--- config.mk ---
export PLATFORM = sky130hd
export DESIGN_NAME = disp_release_ctrl
export DESIGN_NICKNAME = d
export VERILOG_FILES = /design/src/rtl/disp_rel_pkg.sv /design/src/rtl/frame_decode.sv /design/src/rtl/recv_tracker.sv /design/src/rtl/port_latch.sv /design/src/rtl/disp_release_ctrl.sv
export SDC_FILE = /design/constraint.sdc
export NUM_CORES = 1
export LEC_CHECK = 0
export ABC_AREA = 1
export BUFFER_PORTS_ARGS = -buffer_cell sky130_fd_sc_hd__buf_4
export CORE_AREA = 2 2 39 41
export CTS_CLUSTER_SIZE = 40
export DETAILED_ROUTE_END_ITERATION = 12
export DIE_AREA = 0 0 41 43
export GPL_TIMING_DRIVEN = 0
export SLEW_MARGIN = 0
export SYNTH_ARGS = -nofsm -noshare
export SYNTH_HDL_FRONTEND = slang
export SYNTH_SLANG_ARGS = --single-unit
--- constraint.sdc ---
create_clock -name clk_i -period 0.8 [get_ports clk_i]
set_clock_uncertainty 0.1 [all_clocks]
set_input_delay 0.04 -clock clk_i [delete_from_list [all_inputs] [get_ports clk_i]]
set_output_delay 0.04 -clock clk_i [all_outputs]
set_load 0.05 [all_outputs]
--- src/rtl/disp_rel_pkg.sv ---
package disp_rel_pkg;
  // Slot 0 of the received vector is the control frame; slot g is display group g.
  localparam int CTRL_SLOT = 0;

  // Number of slots needed for a given group count.
  function automatic int slot_count(input int groups);
    return groups + 1;
  endfunction
endpackage

--- src/rtl/frame_decode.sv ---
module frame_decode
  import disp_rel_pkg::*;
#(
  parameter int NUM_GROUPS = 4,
  parameter int KIND_W     = 3,
  localparam int SLOTS     = slot_count(NUM_GROUPS)
) (
  input  logic              done_i,
  input  logic [KIND_W-1:0] kind_i,
  output logic [SLOTS-1:0]  hit_o
);
  // One decoder per slot; codes above NUM_GROUPS match nothing.
  for (genvar s = 0; s < SLOTS; s++) begin : g_slot
    assign hit_o[s] = done_i && (kind_i == KIND_W'(s));
  end
endmodule

--- src/rtl/recv_tracker.sv ---
module recv_tracker #(
  parameter int SLOTS = 5
) (
  input  logic             clk_i,
  input  logic             rst_i,
  input  logic [SLOTS-1:0] hit_i,
  output logic [SLOTS-1:0] seen_o
);
  // Sticky received flags, cleared only by reset (reset wins over hits).
  always_ff @(posedge clk_i) begin
    if (rst_i) seen_o <= '0;
    else       seen_o <= seen_o | hit_i;
  end
endmodule

--- src/rtl/port_latch.sv ---
module port_latch #(
  parameter int NUM_PORTS = 4
) (
  input  logic                 clk_i,
  input  logic                 rst_i,
  input  logic                 load_i,
  input  logic [NUM_PORTS-1:0] bits_i,
  output logic [NUM_PORTS-1:0] pins_o
);
  always_ff @(posedge clk_i) begin
    if (rst_i)       pins_o <= '0;
    else if (load_i) pins_o <= bits_i;
  end
endmodule

--- src/rtl/disp_release_ctrl.sv ---
module disp_release_ctrl
  import disp_rel_pkg::*;
#(
  parameter int NUM_GROUPS = 4,
  parameter int NUM_PORTS  = 4,
  parameter int KIND_W     = $clog2(NUM_GROUPS + 1)
) (
  input  logic                 clk_i,
  input  logic                 rst_i,
  input  logic                 xfer_done_i,
  input  logic [KIND_W-1:0]    xfer_kind_i,
  input  logic [NUM_PORTS-1:0] port_bits_i,
  output logic                 disp_en_o,
  output logic                 scan_en_o,
  output logic                 key_clr_o,
  output logic [NUM_PORTS-1:0] gp_o
);
  localparam int SLOTS = slot_count(NUM_GROUPS);

  logic [SLOTS-1:0] hit;
  logic [SLOTS-1:0] seen;

  frame_decode #(
    .NUM_GROUPS(NUM_GROUPS),
    .KIND_W    (KIND_W)
  ) u_decode (
    .done_i(xfer_done_i),
    .kind_i(xfer_kind_i),
    .hit_o (hit)
  );

  recv_tracker #(
    .SLOTS(SLOTS)
  ) u_track (
    .clk_i (clk_i),
    .rst_i (rst_i),
    .hit_i (hit),
    .seen_o(seen)
  );

  port_latch #(
    .NUM_PORTS(NUM_PORTS)
  ) u_ports (
    .clk_i (clk_i),
    .rst_i (rst_i),
    .load_i(hit[CTRL_SLOT]),
    .bits_i(port_bits_i),
    .pins_o(gp_o)
  );

  // Display needs every slot; scan and key clear need only the control slot.
  assign disp_en_o = &seen;
  assign scan_en_o = seen[CTRL_SLOT];
  assign key_clr_o = ~seen[CTRL_SLOT];
endmodule

==> results_tabular.tex <==
\begin{tabular}{lr}
\hline
Metric & Value \\
\hline
\multicolumn{2}{l}{\textbf{Status}} \\
\quad Outcome & finished, violations left \\
\quad Violations in the final reports & hold timing, setup timing \\
\multicolumn{2}{l}{\textbf{Detailed routing}} \\
\quad First drt pass iteration count & 2 \\
\quad Number of nets with antenna violations after detailed routing & 0 \\
\quad Total number of vias & roughly 400 \\
\quad DRC violation total after the first TritonRoute iteration & 3 \\
\quad DRC violations left & 0 \\
\quad Routed WL per cell & between 9 and 10 um \\
\quad Vias/cell & around 4.3 \\
\quad Final Routed Wirelength & around 850 um \\
\multicolumn{2}{l}{\textbf{STA}} \\
\quad Count of endpoints failing hold in the final timing report & 5 \\
\quad Final WS setup & -0.3194 ns \\
\quad Final Critical Period & about 1.1 ns \\
\quad Worst hold slack & -0.1313 ns \\
\quad Unrepaired setup endpoints after global routing & true \\
\quad Worst-margin pin slew & about 0.26 ns \\
\quad Crit share post-route & 1.399 \\
\quad Setup TNS after final layout & -1.147 ns \\
\quad Total setup violations reported at the end of the flow & 7 \\
\quad Achievable frequency & approximately 900 MHz \\
\quad Max-slew headroom at the worst pin & 0.8271 \\
\quad Max-slew violation total from the final report & 0 \\
\multicolumn{2}{l}{\textbf{Clock network}} \\
\quad CTS hold repair buffers & 1 \\
\quad Clk Latency, worst-skew pair & approximately 0.26 ns \\
\quad Clock Tree Buf Depth & 2 \\
\quad Clock transition time at the flip-flop clock pins of the worst setup and hold paths & around 0.060 ns \\
\quad Number of sinks handled by clock tree synthesis & 9 \\
\quad Total clock buffers created by CTS & 3 \\
\quad CTS tree & built \\
\quad Clock root buffer master & clkbuf\_4 \\
\quad Maximum level of the CTS H-tree & 1 \\
\multicolumn{2}{l}{\textbf{Layout}} \\
\quad Sequential cell area & between 150 and 200 um\^{}2 \\
\quad Post-layout instance area & slightly below 700 um\^{}2 \\
\quad Share of final-layout standard cells stronger than drive strength 1 & 0.5128 \\
\quad Antenna Diode Count & 0 \\
\quad Synthesis-to-layout area growth & 70.22\% \\
\quad Count of fill cells added during filler insertion & roughly 140 \\
\quad Final net count & between 80 and 90 \\
\quad Multi-input logic area & around 190 um\^{}2 \\
\multicolumn{2}{l}{\textbf{Synth}} \\
\quad Synth warn & 0 \\
\quad Synthesized instance count & 56 \\
\quad Distinct cells, synth & 12 \\
\quad Number of register bits inferred by synthesis & 9 \\
\quad Net Count, Synth & 66 \\
\quad Fraction of the yosys area taken by sequential cells & 0.4514 \\
\quad Cell area after synthesis & $\sim$400 um\^{}2 \\
\quad Avg Synthesized Cell Area & approximately 7.1 um\^{}2 \\
\multicolumn{2}{l}{\textbf{Global routing}} \\
\quad Via count of the first global-routing pass & 330 \\
\quad Maximum number of pins on one net before global-route repair & 11 \\
\quad First-pass GRT wire length & 1317 um \\
\quad Total global routing track utilization & 0.1149 \\
\quad Total overflow reported by the global router & 0 \\
\quad Number of antenna violations at the first check in global routing & 0 \\
\multicolumn{2}{l}{\textbf{Place}} \\
\quad Standard cell area after detailed placement & 564.3 um\^{}2 \\
\quad Final HPWL DP & between 600 and 700 um \\
\quad Weighted congestion at the end of routability-driven global placement & between 0.6 and 0.7 \\
\quad \# port buffers & 16 \\
\quad Setup slack at placement & -0.1501 ns \\
\multicolumn{2}{l}{\textbf{Worst setup path}} \\
\quad Cells along the critical path & nand3\_4 -> nor3\_4 -> buf\_6 \\
\quad Origin of the critical flop-to-flop path & u\_ports.pins\_o[2] \\
\quad Endpoint arrival time on the critical path & a little under 1 ns \\
\quad Delay of the slowest cell on the worst path & 0.35 ns \\
\quad Kind of end point of the critical path & output port \\
\quad Largest fanout on the critical path & 2 \\
\quad Nature of the critical path startpoint & register \\
\quad Crit path max-delay cell type & dfxtp\_2 \\
\quad First element of the critical path & u\_track.seen\_o[4] \\
\quad Startpoint-to-endpoint class of the critical path & reg2out \\
\quad Worst Path Required & 0.66 ns \\
\multicolumn{2}{l}{\textbf{Pwr}} \\
\quad Leakage & 0.3185 nW \\
\quad Power density over the cells & between 1500 and 2000 nW/um\^{}2 \\
\quad Peak supply drop & $\sim$1.1 mV \\
\multicolumn{2}{l}{\textbf{Floorplan}} \\
\quad Die width & 41 um \\
\quad Total number of placement rows & 14 \\
\quad Effective utilization at floorplan & 0.2884 \\
\quad Floorplan core area & 1384 um\^{}2 \\
\quad Y dimension of the die & 43 um \\
\quad Die footprint & about 1800 um\^{}2 \\
\quad Top-level I/O count & 17 \\
\multicolumn{2}{l}{\textbf{Flow run}} \\
\quad Max-cap check violation count & 0 \\
\multicolumn{2}{l}{\textbf{Min path}} \\
\quad HP Class & in2reg \\
\quad Startpoint of the lowest-slack hold path & rst\_i \\
\hline
\end{tabular}
==> layout by cell type (no fill, tap or decap) <==
cell type	count
nand4_1	1
inv_2	2
buf_4	9
nor2_4	1
nand3_1	5
dfxtp_1	1
clkbuf_1	1
buf_6	5
nand2_1	6
dfxtp_4	1
dfxtp_2	7
inv_4	1
nand3_4	1
a21oi_1	7
a21oi_2	2
nor3_4	1
buf_8	5
nor2_2	1
clkbuf_4	3
nor2_1	6
nand2_2	1
inv_1	11
==> metal layers <==
layer	global-route usage	vias to the layer above	wire length, um
met1	0.1368	172	378
met4	0.04000	0	6
met3	0.08377	2	76
met5	0	-	0
met2	0.1563	13	387
li1	-	215	-
==> sequential cells by signal, indices dropped and copies added (netlist names) <==
name,count
u_track.seen_o,5
u_ports.pins_o,4
==> through the flow <==
step | cells | power (mW) | utilization
after floorplan | 56 | 0.5791 | -
after global placement | 88 | 0.6514 | 0.4078
after detailed placement | 88 | 0.6527 | 0.4078
after CTS | 94 | 1.038 | 0.4684
after global routing | 94 | 1.082 | 0.4910
final | 94 | 1.031 | 0.4910
==> where the power goes <==
part           switching [mW]  internal (mW)  total (mW)  leakage (nW)
registers              0.0130          0.465       0.478        0.0772
logic                   0.107         0.0899       0.197         0.226
clock network           0.163          0.193       0.356        0.0150
total                   0.283          0.747        1.03         0.318
==> synthesized netlist by cell type <==
master,number,share of area
inv_1,14,0.13
a21oi_1,9,0.11
dfxtp_1,9,0.45
nand2_1,6,0.056
nand3_1,6,0.075
nor2_1,6,0.056
buf_6,1,0.028
nand2_2,1,0.016
nand4_1,1,0.016
nor2_2,1,0.016
nor2_4,1,0.028
nor3_1,1,0.013
==> logic make-up (layout without fill, tap and decap cells) <==
family          Yosys count  after routing  share of synthesized area
buf+inv                  15             37                     0.1599
simple gates             23             23                     0.2759
flops                     9              9                     0.4514
compound gates            9              9                     0.1128
==> what timing repair did <==
item,4_1_cts,5_1_grt
endpoints found under the hold margin,8,5
gates resized for setup,12,12
pin swaps,1,2
setup buffers,1,1
endpoints found under the setup margin,7,13
gates cloned,0,0
==> critical path, delay by kind of cell, from the launching register on <==
| kind | cells | cell delay (ns) |
|---|---|---|
| buffers and inverters | 1 | 0.18 |
| AND/OR/NAND/NOR | 2 | 0.19 |
| flip-flops | 1 | 0.35 |
==> area by class of cell <==
class                   instances  area share
well taps                      16     0.02947
clock buffers                   4     0.03867
flip-flops and latches          9      0.2836
inverters                      14     0.08103
multi-input cells              32      0.2744
plain buffers                   1     0.01657
repair buffers                 18      0.2762
==> final timing paths <==
check | end | cells after the start | slack [ns]
max | disp_en_o | 3 | -0.32
min | u_track.seen_o[0] | 2 | -0.13
max reg2reg | u_ports.pins_o[2] | 3 | 0.03
min reg2reg | u_track.seen_o[2] | 2 | 0.37
Note: power is estimated with default switching activity, not from simulation.
